===== src/rtl/fpwm_pkg.sv =====
package fpwm_pkg;
   // register byte offsets
   localparam int OFS_CTRL = 'h00;
   localparam int OFS_STAT = 'h04;
   localparam int OFS_SMPL = 'h0C;
   localparam int OFS_PER  = 'h10;

   // control field positions
   localparam int CTRL_EN_BIT  = 0;
   localparam int CTRL_SWR_BIT = 3;
   localparam int CTRL_DIV_LSB = 4;
   localparam int CTRL_SRC_LSB = 16;

   // status field positions
   localparam int STAT_CNT_W   = 3;
   localparam int STAT_OVF_BIT = 4;

   typedef enum logic [1:0] {
      SRC_NONE = 2'd0,
      SRC_BUS  = 2'd1,
      SRC_PER  = 2'd2,
      SRC_SLOW = 2'd3
   } src_e;
endpackage


===== src/rtl/fpwm_fifo.sv =====
module fpwm_fifo #(
   parameter int DEPTH = 4,
   parameter int W     = 16,
   localparam int CW   = $clog2(DEPTH + 1)
) (
   input  logic          clk,
   input  logic          rst_n,
   input  logic          clr,
   input  logic          push,
   input  logic          pop,
   input  logic [W-1:0]  din,
   output logic [W-1:0]  dout,
   output logic [CW-1:0] count,
   output logic          empty,
   output logic          full
);
   logic [W-1:0]  mem     [DEPTH];
   logic [W-1:0]  shifted [DEPTH];
   logic          pop_eff, push_eff;
   logic [CW-1:0] slot;

   if (DEPTH < 2) begin : g_bad_depth
      $error("fpwm_fifo: DEPTH must be at least 2");
   end

   // shifted view of the storage, one entry towards the head
   for (genvar g = 0; g < DEPTH; g++) begin : g_shift
      if (g == DEPTH - 1) begin : g_tail
         assign shifted[g] = '0;
      end else begin : g_body
         assign shifted[g] = mem[g+1];
      end
   end

   assign empty    = (count == '0);
   assign full     = (count == CW'(DEPTH));
   assign pop_eff  = pop && !empty;
   assign push_eff = push && !full;
   assign slot     = count - CW'(pop_eff);
   assign dout     = mem[0];

   always_ff @(posedge clk) begin
      if (!rst_n || clr) begin
         count <= '0;
         for (int i = 0; i < DEPTH; i++) mem[i] <= '0;
      end else begin
         count <= count + CW'(push_eff) - CW'(pop_eff);
         for (int i = 0; i < DEPTH; i++) begin
            if (push_eff && CW'(i) == slot) mem[i] <= din;
            else if (pop_eff)               mem[i] <= shifted[i];
         end
      end
   end
endmodule


===== src/rtl/fpwm_presc.sv =====
module fpwm_presc #(
   parameter int DIV_W = 12,
   parameter int NSRC  = 3,
   localparam int SEL_W = $clog2(NSRC + 1)
) (
   input  logic             clk,
   input  logic             rst_n,
   input  logic             clr,
   input  logic             run,
   input  logic [NSRC-1:0]  src_tick,
   input  logic [SEL_W-1:0] sel,
   input  logic [DIV_W-1:0] div,
   output logic             ptick
);
   logic [NSRC:0]    tick_vec;
   logic             tick;
   logic [DIV_W-1:0] pcnt;

   // select code 0 counts nothing; code k counts source k-1
   assign tick_vec[0] = 1'b0;
   for (genvar g = 0; g < NSRC; g++) begin : g_src
      assign tick_vec[g+1] = src_tick[g];
   end

   assign tick  = (int'(sel) <= NSRC) ? tick_vec[sel] : 1'b0;
   assign ptick = run && tick && (pcnt == div);

   always_ff @(posedge clk) begin
      if (!rst_n || clr || !run) pcnt <= '0;
      else if (tick)             pcnt <= (pcnt == div) ? '0 : pcnt + DIV_W'(1);
   end
endmodule


===== src/rtl/fpwm_gen.sv =====
module fpwm_gen #(
   parameter int PER_W  = 16,
   parameter int DUTY_W = 16,
   localparam int CNT_W = PER_W + 1
) (
   input  logic              clk,
   input  logic              rst_n,
   input  logic              clr,
   input  logic              run,
   input  logic              ptick,
   input  logic [PER_W-1:0]  period,
   input  logic              smp_valid,
   input  logic [DUTY_W-1:0] smp,
   output logic              pop,
   output logic [DUTY_W-1:0] duty_q,
   output logic              pwm
);
   logic [CNT_W-1:0] cnt;
   logic [CNT_W-1:0] last;
   logic             started;

   assign last = CNT_W'(period) + CNT_W'(1);
   assign pop  = ptick && (!started || cnt == last);
   assign pwm  = run && started && (32'(cnt) < 32'(duty_q));

   always_ff @(posedge clk) begin
      if (!rst_n || clr) begin
         cnt     <= '0;
         started <= 1'b0;
         duty_q  <= '0;
      end else if (!run) begin
         cnt     <= '0;
         started <= 1'b0;
      end else if (ptick) begin
         if (pop) begin
            cnt     <= '0;
            started <= 1'b1;
            if (smp_valid) duty_q <= smp;
         end else begin
            cnt <= cnt + CNT_W'(1);
         end
      end
   end
endmodule


===== src/rtl/fifo_pwm.sv =====
module fifo_pwm
   import fpwm_pkg::*;
#(
   parameter int ADDR_W  = 5,
   parameter int DATA_W  = 32,
   parameter int DIV_W   = 12,
   parameter int PER_W   = 16,
   parameter int DUTY_W  = 16,
   parameter int DEPTH   = 4,
   parameter int SWR_LEN = 4
) (
   input  logic              clk,
   input  logic              rst_n,
   input  logic [ADDR_W-1:0] reg_addr,
   input  logic              reg_wr,
   input  logic              reg_rd,
   input  logic [DATA_W-1:0] reg_wdata,
   output logic [DATA_W-1:0] reg_rdata,
   input  logic              tick_bus,
   input  logic              tick_per,
   input  logic              tick_slow,
   output logic              pwm_out
);
   localparam int CW   = $clog2(DEPTH + 1);
   localparam int SW   = $clog2(SWR_LEN + 1);
   localparam int NSRC = 3;

   if (DEPTH < 2 || CW > STAT_CNT_W) begin : g_bad_depth
      $error("fifo_pwm: DEPTH must lie in 2..7");
   end
   if (DIV_W < 1 || CTRL_DIV_LSB + DIV_W > CTRL_SRC_LSB) begin : g_bad_div
      $error("fifo_pwm: DIV_W must lie in 1..12");
   end
   if (PER_W > DATA_W || DUTY_W > DATA_W || DATA_W < CTRL_SRC_LSB + 2) begin : g_bad_w
      $error("fifo_pwm: field widths exceed the data bus");
   end
   if (SWR_LEN < 1) begin : g_bad_swr
      $error("fifo_pwm: SWR_LEN must be positive");
   end

   logic              en_q;
   logic [DIV_W-1:0]  div_q;
   src_e              src_q;
   logic [PER_W-1:0]  per_q;
   logic              ovf_q;
   logic [SW-1:0]     swr_cnt;
   logic              swr_busy, wr_ok, swr_go, clr;
   logic              hit_ctrl, hit_stat, hit_smpl, hit_per;
   logic              ptick, pop;
   logic [DUTY_W-1:0] fifo_dout, duty_q;
   logic [CW-1:0]     fifo_cnt;
   logic              fifo_empty, fifo_full;
   logic              unused_wdata;

   assign unused_wdata = ^reg_wdata;

   assign hit_ctrl = (reg_addr == ADDR_W'(OFS_CTRL));
   assign hit_stat = (reg_addr == ADDR_W'(OFS_STAT));
   assign hit_smpl = (reg_addr == ADDR_W'(OFS_SMPL));
   assign hit_per  = (reg_addr == ADDR_W'(OFS_PER));

   assign swr_busy = (swr_cnt != '0);
   assign wr_ok    = reg_wr && !swr_busy;
   assign swr_go   = wr_ok && hit_ctrl && reg_wdata[CTRL_SWR_BIT];
   assign clr      = swr_busy || swr_go;

   always_ff @(posedge clk) begin
      if (!rst_n) begin
         en_q    <= 1'b0;
         div_q   <= '0;
         src_q   <= SRC_NONE;
         per_q   <= '0;
         ovf_q   <= 1'b0;
         swr_cnt <= '0;
      end else if (clr) begin
         en_q    <= 1'b0;
         div_q   <= '0;
         src_q   <= SRC_NONE;
         per_q   <= '0;
         ovf_q   <= 1'b0;
         swr_cnt <= swr_busy ? swr_cnt - SW'(1) : SW'(SWR_LEN);
      end else begin
         if (wr_ok && hit_ctrl) begin
            en_q  <= reg_wdata[CTRL_EN_BIT];
            div_q <= reg_wdata[CTRL_DIV_LSB +: DIV_W];
            src_q <= src_e'(reg_wdata[CTRL_SRC_LSB +: 2]);
         end
         if (wr_ok && hit_per) per_q <= reg_wdata[PER_W-1:0];
         if (wr_ok && hit_smpl && fifo_full)                ovf_q <= 1'b1;
         else if (wr_ok && hit_stat && reg_wdata[STAT_OVF_BIT]) ovf_q <= 1'b0;
      end
   end

   fpwm_presc #(.DIV_W(DIV_W), .NSRC(NSRC)) u_presc (
      .clk      (clk),
      .rst_n    (rst_n),
      .clr      (clr),
      .run      (en_q),
      .src_tick ({tick_slow, tick_per, tick_bus}),
      .sel      (src_q),
      .div      (div_q),
      .ptick    (ptick)
   );

   fpwm_fifo #(.DEPTH(DEPTH), .W(DUTY_W)) u_fifo (
      .clk   (clk),
      .rst_n (rst_n),
      .clr   (clr),
      .push  (wr_ok && hit_smpl),
      .pop   (pop),
      .din   (reg_wdata[DUTY_W-1:0]),
      .dout  (fifo_dout),
      .count (fifo_cnt),
      .empty (fifo_empty),
      .full  (fifo_full)
   );

   fpwm_gen #(.PER_W(PER_W), .DUTY_W(DUTY_W)) u_gen (
      .clk       (clk),
      .rst_n     (rst_n),
      .clr       (clr),
      .run       (en_q),
      .ptick     (ptick),
      .period    (per_q),
      .smp_valid (!fifo_empty),
      .smp       (fifo_dout),
      .pop       (pop),
      .duty_q    (duty_q),
      .pwm       (pwm_out)
   );

   always_comb begin
      reg_rdata = '0;
      if (reg_rd) begin
         if (hit_ctrl)
            reg_rdata = (DATA_W'(en_q)     << CTRL_EN_BIT)
                      | (DATA_W'(swr_busy) << CTRL_SWR_BIT)
                      | (DATA_W'(div_q)    << CTRL_DIV_LSB)
                      | (DATA_W'(src_q)    << CTRL_SRC_LSB);
         else if (hit_stat)
            reg_rdata = DATA_W'(fifo_cnt) | (DATA_W'(ovf_q) << STAT_OVF_BIT);
         else if (hit_smpl)
            reg_rdata = DATA_W'(duty_q);
         else if (hit_per)
            reg_rdata = DATA_W'(per_q);
      end
   end
endmodule


===== config.mk =====
export PLATFORM = sky130hd
export DESIGN_NAME = fifo_pwm
export DESIGN_NICKNAME = d
export VERILOG_FILES = /design/src/rtl/fpwm_pkg.sv /design/src/rtl/fpwm_fifo.sv /design/src/rtl/fpwm_presc.sv /design/src/rtl/fpwm_gen.sv /design/src/rtl/fifo_pwm.sv
export SDC_FILE = /design/constraint.sdc
export NUM_CORES = 1
export LEC_CHECK = 0
export ABC_CLOCK_PERIOD_IN_PS = 8600
export BUFFER_PORTS_ARGS = -buffer_cell sky130_fd_sc_hd__buf_2
export CAP_MARGIN = 10
export CORE_MARGIN = 5
export CORE_UTILIZATION = 53
export CTS_CLUSTER_DIAMETER = 200
export DETAILED_ROUTE_END_ITERATION = 10
export PLACE_DENSITY = 0.84
export RECOVER_POWER = 25
export SLEW_MARGIN = 15
export SYNTH_ARGS = -nofsm -noshare
export SYNTH_HDL_FRONTEND = slang
export SYNTH_SLANG_ARGS = --single-unit

===== constraint.sdc =====
create_clock -name clk -period 8.6 [get_ports clk]
set_input_delay 1.72 -clock clk [delete_from_list [all_inputs] [get_ports clk]]
set_output_delay 1.72 -clock clk [all_outputs]
set_load 0.01 [all_outputs]

==> metrics, run 1 <==
fin. max-slew vios=50; DRC=0; fin nets=875; peak fanout along the critical path=around 50; Total GRT Usage=0.219; worst vdd ir=around 160 uV; PwrDens=209 nW/um2; top-count cell post-synth=dfxtp_1; area delta synth->final=10.8%; die area=~17000 um2; number of port buffers=48; HPWL after DPL=12.8 mm; Distinct cells, synth=63; Setup-failing EPs final=0; WL/cell=18.2 um; Synth top area share=0.248; count of flip-flops with a built-in enable after synthesis=64; chip height=131 um; vias in the first global route=5531; CTS Hold Bufs=0; post-route ant nets=0; asr flop ratio synth=0; fin crit period=slightly below 7 ns; Max-slew headroom=-0.406; Final Hold Fails=0; syn avg cell area=9.94 um2; first-pass GRT wire length=between 20 and 30 mm; slew of the pin with the lowest slew margin=2.11 ns; antenna fix cells=0; crit share post-route=0.792; CP Buf/Inv Count=2; Synth top cells by count=84 x dfxtp_1, 77 x nand2_1, 74 x nor2_1; setup TNS=0 ns; Data arrival, critical path=6.98 ns; Die W=about 130 um; Min-Delay Path Class=reg -> reg; post-placement setup slack=around 2 ns; CP endpoint kind=flop; post-CTS setup buffer count=0; unrepaired setup endpoints after global routing=false; GR Overflow Total=0; Syn. warnings=0; final hold slack=0.482 ns; post-synthesis sequential area ratio=0.464; ys flop type=dfxtp_1; Leak=approximately 3.2 nW; worst-skew pair later-pin latency=0.43 ns; top cells by area, synth=edfxtp_1 25%, dfxtp_1 22%, mux2i_1 4.4%; CP top delay family=simple AND/OR/NAND/NOR gates; worst reg2reg setup slack=2.99 ns; Clock Pin Slew Worst Setup and Hold Paths=0.06 ns; failing checks=max-capacitance violations, max-slew violations; final WL=18.3 mm; pin count of the biggest net entering global routing=50; post-synth top area cell=edfxtp_1; PostCTS Resize Cnt=0; Inserted Clock Buffers=17; CP required=8.77 ns; drt initial violations=~700; row cnt=44; Core Area=roughly 14000 um2; Cells after Synth=between 700 and 800; Crit Path Category=in -> reg; Max Buffers Root-to-Sink=2; CP max-delay cell=clkbuf_1; CP cell instances=buf_2, nor4_1, nor2b_1, a31oi_1, nand2_1, clkbuf_1, nor2_1, a32o_1; vias per cell=5.98; area of the multi-input gates=3810 um2; FF/Latch Area=3600 um2; Placer Congestion=0.900; max_cap viols=1; CP Launch Type=primary input; final worst-path setup slack=1.79 ns; CTS tree=done; I/O Pins=77; initial antenna violation count=0; clock root buffer=clkbuf_16; peak per-stage delay on the critical path=1.53 ns; number of vias in the routed layout=6008; Cell Area, Synth=7760 um2; Worst Skew=about 0.016 ns; CTS sink count=approximately 150; layout cells sized above 1=0.113; fmax=0.147 GHz; Max H-tree Level=4; Initial Util=0.538; fill count=approximately 1.2k; Synth Register Bits=between 100 and 150; outcome=complete, but fails checks; Pre-antenna DRT Iters=8
[stage by stage]
| step | power, mW | cell area (um2) | util | std cells |
|---|---|---|---|---|
| global route | 1.86 | 8610 | 0.597 | 1004 |
| finish | 1.80 | 8610 | 0.597 | 1004 |
| detailed placement | 1.10 | 8050 | 0.558 | 972 |
| floorplan | 1.04 | 7810 | - | 794 |
| CTS | 1.80 | 8620 | 0.597 | 1004 |
| global placement | 1.09 | 8050 | 0.558 | 972 |
[layout by cell type, fill, tap and decap left out, types with 5 or more instances in the layout]
master,synthesis,final
nor2_1,74,74
edfxtp_1,64,64
nand4_1,23,23
nand2_1,77,77
inv_1,28,28
clkbuf_1,35,5
ha_1,23,23
clkbuf_16,0,18
a32o_1,27,27
xor2_1,26,26
nand3_1,14,14
and2_1,23,22
a21oi_1,21,21
conb_1,1,14
dfxtp_1,84,84
a22o_1,15,15
nor3_1,6,6
xnor2_1,33,33
buf_4,18,6
buf_2,8,47
and3_1,32,32
nor2b_1,22,22
a21o_1,7,7
a222oi_1,14,14
o21ai_0,7,6
mux2i_1,34,34
[layout make-up]
class / instances / share of cell area
well taps: 184 / 0.0268
multi-input cells: 556 / 0.442
flip-flops and latches: 148 / 0.419
clock inverters: 11 / 0.0113
clock buffers: 21 / 0.0548
repair buffers: 56 / 0.0339
inverters: 28 / 0.0122
[final timing paths]
kind	cells past startpoint	start	endpoint
max	8	reg_addr[1]	u_fifo.mem[0][1]
min	2	u_fifo.mem[0][6]	u_gen.duty_q[6]
max reg2reg	16	per_q[1]	u_fifo.mem[2][12]
min reg2reg	2	u_fifo.mem[0][6]	u_gen.duty_q[6]
[metal layers]
metal  up-vias  part of all wire  track usage
met4         0             0.040        0.116
met2       269              0.45        0.323
li1       2865                 -            -
met1      2831              0.42        0.309
met3        43             0.083       0.0374
met5         -                 0            0
[report_power, final]
part / internal, mW / total [mW] / leakage, nW / switching [mW]
Combinational: 0.0416 / 0.186 / 1.54 / 0.144
Clock: 0.423 / 0.716 / 0.281 / 0.293
Sequential: 0.864 / 0.895 / 1.37 / 0.0307
[cells by family after synthesis]
group,after synthesis,synth area share
simple gates,296,0.195
flops,148,0.464
compound gates,125,0.131
buf+inv,90,0.0537
xor+xnor,59,0.0666
mux,38,0.0496
fa+ha+maj,24,0.0396
other cells,1,0.000483
[registers in the layout (all words and copies together) (netlist names)]
| register | count |
|---|---|
| u_fifo.mem | 64 |
| u_gen.cnt | 17 |
| per_q | 16 |
| u_gen.duty_q | 16 |
| div_q | 12 |
| u_presc.pcnt | 12 |
| swr_cnt | 3 |
| u_fifo.count | 3 |
| src_q | 2 |
| en_q | 1 |
| ovf_q | 1 |
| u_gen.started | 1 |
[tightest hold or removal path, cell delays in order (launching register included)]
cell and delay (ns):
edfxtp_1 0.32, mux2i_1 0.06, nor2_1 0.07
No activity file was read; power rests on OpenSTA's default activity.
==> run 2, diff against run 1 <==
--- a/config.mk
+++ b/config.mk
@@ -5,7 +5,7 @@
 export SDC_FILE = /design/constraint.sdc
 export NUM_CORES = 1
 export LEC_CHECK = 0
-export ABC_CLOCK_PERIOD_IN_PS = 8600
+export ABC_CLOCK_PERIOD_IN_PS = 7100
 export BUFFER_PORTS_ARGS = -buffer_cell sky130_fd_sc_hd__buf_2
 export CAP_MARGIN = 10
 export CORE_MARGIN = 5
==> constraint.sdc (replaced) <==
create_clock -name clk -period 7.1 [get_ports clk]
set_input_delay 1.42 -clock clk [delete_from_list [all_inputs] [get_ports clk]]
set_output_delay 1.42 -clock clk [all_outputs]
set_load 0.01 [all_outputs]
==> metrics, run 2 (synthesis gave the netlist of run 1 again) <==
grt peak-use layer=met2; CP Buf/Inv Count=2 (unchanged); Max-slew headroom=-0.206 (+0.201); I/O Pins=77 (unchanged); worst-skew pair later-pin latency=0.42 ns (about the same); chip height=131 um (unchanged); met2 usage=0.336 (+0.0125); most frequent cells in the layout=84 x dfxtp_1, 77 x nand2_1, 74 x nor2_1; area delta synth->final=10.7%; Reg-to-Reg Start=per_q[0]; Max Buffers Root-to-Sink=2 (unchanged); clock root buffer=clkbuf_16; Placer Congestion=0.892 (-0.83%); hold_sp=u_fifo.mem[0][1]; first-pass GRT wire length=29.2 mm (+0.21%); vias in the first global route=5750 (+4.0%); CP max-delay cell=nor2_1; Clock Pin Slew Worst Setup and Hold Paths=0.06 ns (about the same); post-route ant nets=0 (unchanged); Core Area=14400 um2 (unchanged); number of port buffers=48 (unchanged); CP Launch Type=primary input; largest registers=u_fifo.mem x64, u_gen.cnt x17; fmax=0.190 GHz; vias per cell=6.00 (+0.28%); peak fanout along the critical path=18 (-63%); final WL=18.1 mm (-0.84%); Leak=3.16 nW (-0.85%); Core Util, Final=0.596 (-0.000867); final hold slack=0.485 ns (+0.00265 ns); Min-Delay Path Class=reg -> reg; placed insts=972 (unchanged); Initial Util=0.538 (unchanged); Max H-tree Level=4 (unchanged); CTS sink count=148 (unchanged); Final Hold Fails=0 (unchanged); max_cap viols=1 (unchanged); Setup-failing EPs final=0 (unchanged); fin nets=875 (unchanged); failing checks=max-capacitance violations, max-slew violations; GR Overflow Total=0 (unchanged); crit share post-route=0.740; Finished Layout Cells=1004 (unchanged); unrepaired setup endpoints after global routing=false; slew of the pin with the lowest slew margin=1.80 ns (-0.305 ns); fin crit period=5.26 ns; WL/cell=18.1 um (-0.84%); FF/Latch Area=3600 um2 (unchanged); drt initial violations=568 (-20%); HPWL after DPL=13.1 mm (+2.1%); total power=2.15 mW (+19%); CTS tree=done; fill count=1198 (+2.0%); Crit Path Category=in -> reg; outcome=complete, but fails checks; flip-flop count of the largest register after layout=64 (unchanged); die area=17200 um2 (unchanged); row cnt=44 (unchanged); DRC=0 (unchanged); Total GRT Usage=0.221 (+0.00139); Pre-antenna DRT Iters=5 (-3); antenna fix cells=0 (unchanged); peak per-stage delay on the critical path=1.02 ns (-0.51 ns); worst vdd ir=200 uV (+22%); post-CTS setup buffer count=0 (unchanged); GR Layer Usage met3=0.0488 (+0.0114); area of the multi-input gates=3810 um2 (unchanged); initial antenna violation count=0 (unchanged); met1 Usage GRT=0.292 (-0.0173); most common cell after layout, fill and taps aside=dfxtp_1; CTS Hold Bufs=0 (unchanged); pin count of the biggest net entering global routing=55 (+10%); setup TNS=0 ns (unchanged); number of vias in the routed layout=6025 (+0.28%); Data arrival, critical path=5.55 ns (-1.43 ns); PostCTS Resize Cnt=0 (unchanged); CP cell instances=buf_2, mux2i_1, mux2i_1, buf_4, nor4b_1, and2_0, o31ai_1, a21oi_4, ha_1, ha_1, xnor2_1, and2_1, nand3_1, nor2_1, nand2_1, nand2_1; Inserted Clock Buffers=17 (unchanged); Die W=131 um (unchanged); Crit. Startpoint=tick_slow; layout cells sized above 1=0.110 (-0.00366); Biggest register=u_fifo.mem; PwrDens=250 nW/um2 (+20%); fin. max-slew vios=55 (+10%); CP endpoint kind=flop; Worst Skew=0.00676 ns (-0.00937 ns); CP top delay family=simple AND/OR/NAND/NOR gates; CP required=7.39 ns (-1.38 ns)
==> run 2: cell count changes in the layout (fill, tap and decap cells not counted) <==
cell        previous run  this run
buf_4                  6         7
and2_1                22        21
clkinvlp_4             1         5
clkinv_2               3         0
clkbuf_8               1         0
inv_6                  3         0
and2_0                 2         3
clkbuf_1               5         8
inv_4                  1         0
==> run 2: final cells by class <==
class,instances,share of cell area
clock buffers,24,0.0550
clock inverters,8,0.00932
inverters,28,0.0122
multi-input cells,556,0.443
flip-flops and latches,148,0.419
well taps,184,0.0268
repair buffers,56,0.0344
==> run 2: worst paths after layout <==
path | end | slack [ns] | depth (start not counted)
setup reg to reg | u_fifo.mem[2][6] | 2.01 | 15
setup / recovery | u_fifo.mem[2][6] | 1.84 | 16
hold / removal | u_gen.duty_q[1] | 0.48 | 2
hold reg to reg | u_gen.duty_q[1] | 0.48 | 2
==> run 2: through the flow <==
stage / setup slack [ns] / instance area (um2)
after floorplan: 2.19 / 7810
after global placement: 1.70 / 8050
after detailed placement: 1.64 / 8050
after CTS: 2.01 / 8600
after global routing: 1.50 / 8590
final: 1.84 / 8590
==> run 2: power by group <==
part / internal [mW] / switching, mW / total [mW]
sequential: 1.05 / 0.0363 / 1.08
combinational: 0.0490 / 0.174 / 0.223
clock: 0.501 / 0.337 / 0.839
==> run 2: tightest hold or removal path: cells and delay by family (launching register included) <==
kind,cells,cell delay (ns)
flip-flops,1,0.32
AND/OR/NAND/NOR,1,0.07
multiplexers,1,0.06
==> run 2: layer usage <==
metal | vias up | share of wire | wire, um
li1 | 2869 | - | -
met3 | 50 | 0.070 | 1280
met1 | 2865 | 0.43 | 7800
met5 | - | 0 | 0
met4 | 0 | 0.041 | 750
met2 | 241 | 0.46 | 8300
==> run 3, diff against run 2 <==
--- a/config.mk
+++ b/config.mk
@@ -5,7 +5,7 @@
 export SDC_FILE = /design/constraint.sdc
 export NUM_CORES = 1
 export LEC_CHECK = 0
-export ABC_CLOCK_PERIOD_IN_PS = 7100
+export ABC_CLOCK_PERIOD_IN_PS = 5500
 export BUFFER_PORTS_ARGS = -buffer_cell sky130_fd_sc_hd__buf_2
 export CAP_MARGIN = 10
 export CORE_MARGIN = 5
==> constraint.sdc (replaced) <==
create_clock -name clk -period 5.5 [get_ports clk]
set_input_delay 1.1 -clock clk [delete_from_list [all_inputs] [get_ports clk]]
set_output_delay 1.1 -clock clk [all_outputs]
set_load 0.01 [all_outputs]
==> metrics, run 3 (synthesis gave the netlist of run 1 again) <==
vias in the first global route=5692 (-1.0%); slew of the pin with the lowest slew margin=1.67 ns (-0.133 ns); WL/cell=18.5 um (+2.5%); failing checks=max-capacitance violations, max-slew violations; Clock Pin Slew Worst Setup and Hold Paths=0.06 ns (about the same); Inserted Clock Buffers=17 (unchanged); crit share post-route=0.909; unrepaired setup endpoints after global routing=false; fin nets=881 (+0.69%); chip height=131 um (unchanged); Max-slew headroom=-0.114 (+0.0915); Gate power share=0.103 (about the same); PostCTS Resize Cnt=0 (unchanged); Initial Util=0.538 (unchanged); area delta synth->final=11.8%; most frequent cells in the layout=84 x dfxtp_1, 77 x nand2_1, 74 x nor2_1; clock network power share=0.409 (+0.018); flip-flop count of the largest register after layout=64 (unchanged); layout cells sized above 1=0.119 (+0.00889); peak per-stage delay on the critical path=0.80 ns (-0.22 ns); setup TNS=0 ns (unchanged); Core Area=14400 um2 (unchanged); Worst Skew=0.0165 ns (+0.00976 ns); Reg-to-Reg Start=per_q[0]; PwrDens=331 nW/um2 (+32%); number of port buffers=48 (unchanged); switching share of power=0.256 (+0.00113); DRC=0 (unchanged); Data arrival, critical path=5.29 ns (-0.26 ns); HPWL after DPL=13.4 mm (+2.0%); peak fanout along the critical path=18 (unchanged); Leak=3.23 nW (+2.1%); Placer Congestion=0.970 (+8.8%); Biggest register=u_fifo.mem; fin. max-slew vios=41 (-25%); most common cell after layout, fill and taps aside=dfxtp_1; CTS Hold Bufs=0 (unchanged); outcome=complete, but fails checks; CP required=5.80 ns (-1.59 ns); largest registers=u_fifo.mem x64, u_gen.cnt x17; worst-skew pair later-pin latency=0.43 ns (about the same); CP Launch Type=flop; dpl cell area=8090 um2 (+0.56%); first-pass GRT wire length=29.8 mm (+1.9%); Total GRT Usage=0.224 (+0.00292); GR Overflow Total=0 (unchanged); CTS sink count=148 (unchanged); Die W=131 um (unchanged); max_cap viols=1 (unchanged); die area=17200 um2 (unchanged); CP endpoint kind=flop; crit-path most repeated cell=ha_1; CP cell instances=ha_1, inv_1, o41ai_1, a2111oi_0, o32ai_1, a2111o_1, a21oi_1, ha_1, ha_1, xnor2_1, and2_1, nor2b_1, nand2_1, buf_4, nor2_1, a22o_1; fin crit period=about 5 ns; sw power=736 uW (+34%); fill count=1164 (-2.8%); CP max-delay cell=nor2_1; row cnt=44 (unchanged); number of vias in the routed layout=6116 (+1.5%); antenna fix cells=0 (unchanged); vias per cell=6.06 (+0.91%); pin count of the biggest net entering global routing=41 (-25%); fmax=0.200 GHz; drt initial violations=745 (+31%); Setup-failing EPs final=0 (unchanged); Max Buffers Root-to-Sink=2 (unchanged); post-route ant nets=0 (unchanged); Crit Path Category=reg -> reg; final WL=18.7 mm (+3.1%); sequential share of power=0.489 (-0.016); initial antenna violation count=0 (unchanged); clock root buffer=clkbuf_16; I/O Pins=77 (unchanged); Max H-tree Level=4 (unchanged); hold_sp=ovf_q; worst reg2reg setup slack=0.50 ns (-1.51 ns); CTS tree=done; worst vdd ir=252 uV (+26%); Pre-antenna DRT Iters=5 (unchanged); post-CTS setup buffer count=0 (unchanged); cell-internal power=2.13 mW (+34%); fin area=8680 um2 (+0.99%); Final Hold Fails=0 (unchanged); Min-Delay Path Class=reg -> reg; Crit. Startpoint=per_q[0]
## run 3: cell count changes in the layout (fill, tap and decap cells not counted), moves of 3 or more
cell and change:
buf_4 +5, clkinvlp_4 -3, inv_6 +3, clkbuf_1 -3
clkbuf_8 +3
## run 3: layer usage
layer  vias up  track usage  share of wire
li1       2881            -              -
met1      2921        0.305           0.42
met2       274        0.353           0.47
met3        40       0.0459          0.081
met4         0       0.0805          0.024
met5         -            0              0
## run 3: power groups by stage
| stage | combinational, mW | clock, mW | sequential, mW |
|---|---|---|---|
| 4_1_cts | 0.302 | 1.18 | 1.40 |
| 3_5_place_dp | 0.301 | 0 | 1.42 |
| 3_3_place_gp | 0.291 | 0 | 1.41 |
| 5_1_grt | 0.328 | 1.24 | 1.41 |
| 6_report | 0.294 | 1.17 | 1.40 |
| 2_1_floorplan | 0.214 | 0 | 1.41 |
## run 3: through the flow
| step | util | instances | total power, mW | worst slack, ns | hold WS, ns |
|---|---|---|---|---|---|
| floorplan | - | 794 | 1.62 | 0.913 | 0.433 |
| global placement | 0.561 | 978 | 1.70 | 0.676 | 0.447 |
| detailed placement | 0.561 | 978 | 1.72 | 0.465 | 0.449 |
| CTS | 0.603 | 1010 | 2.89 | 0.735 | 0.462 |
| global route | 0.602 | 1010 | 2.98 | 0.293 | 0.505 |
| finish | 0.602 | 1010 | 2.87 | 0.503 | 0.471 |
## run 3: final timing paths
| kind | to | cells past startpoint |
|---|---|---|
| max | u_fifo.mem[1][6] | 16 |
| min | ovf_q | 2 |
| max reg2reg | u_fifo.mem[1][6] | 16 |
| min reg2reg | ovf_q | 2 |
## run 3: area by class of cell
cell class                 instances  area [um2]  area share
tap                              184         230      0.0265
clock inverter                     8        83.8     0.00966
multi-input combinational        556        3790       0.437
timing repair buffer              62         337      0.0388
clock buffer                      24         524      0.0604
inverter                          28         105      0.0121
sequential                       148        3600       0.415
## run 3: critical path: cells and delay by family (launching register included)
family	cells	cell delay, ns
AO/OA/AOI/OAI	6	1.93
AND/OR/NAND/NOR	4	1.23
adder cells (fa/ha/maj)	3	0.76
buffers and inverters	2	0.45
flip-flops	1	0.39
XOR/XNOR	1	0.10
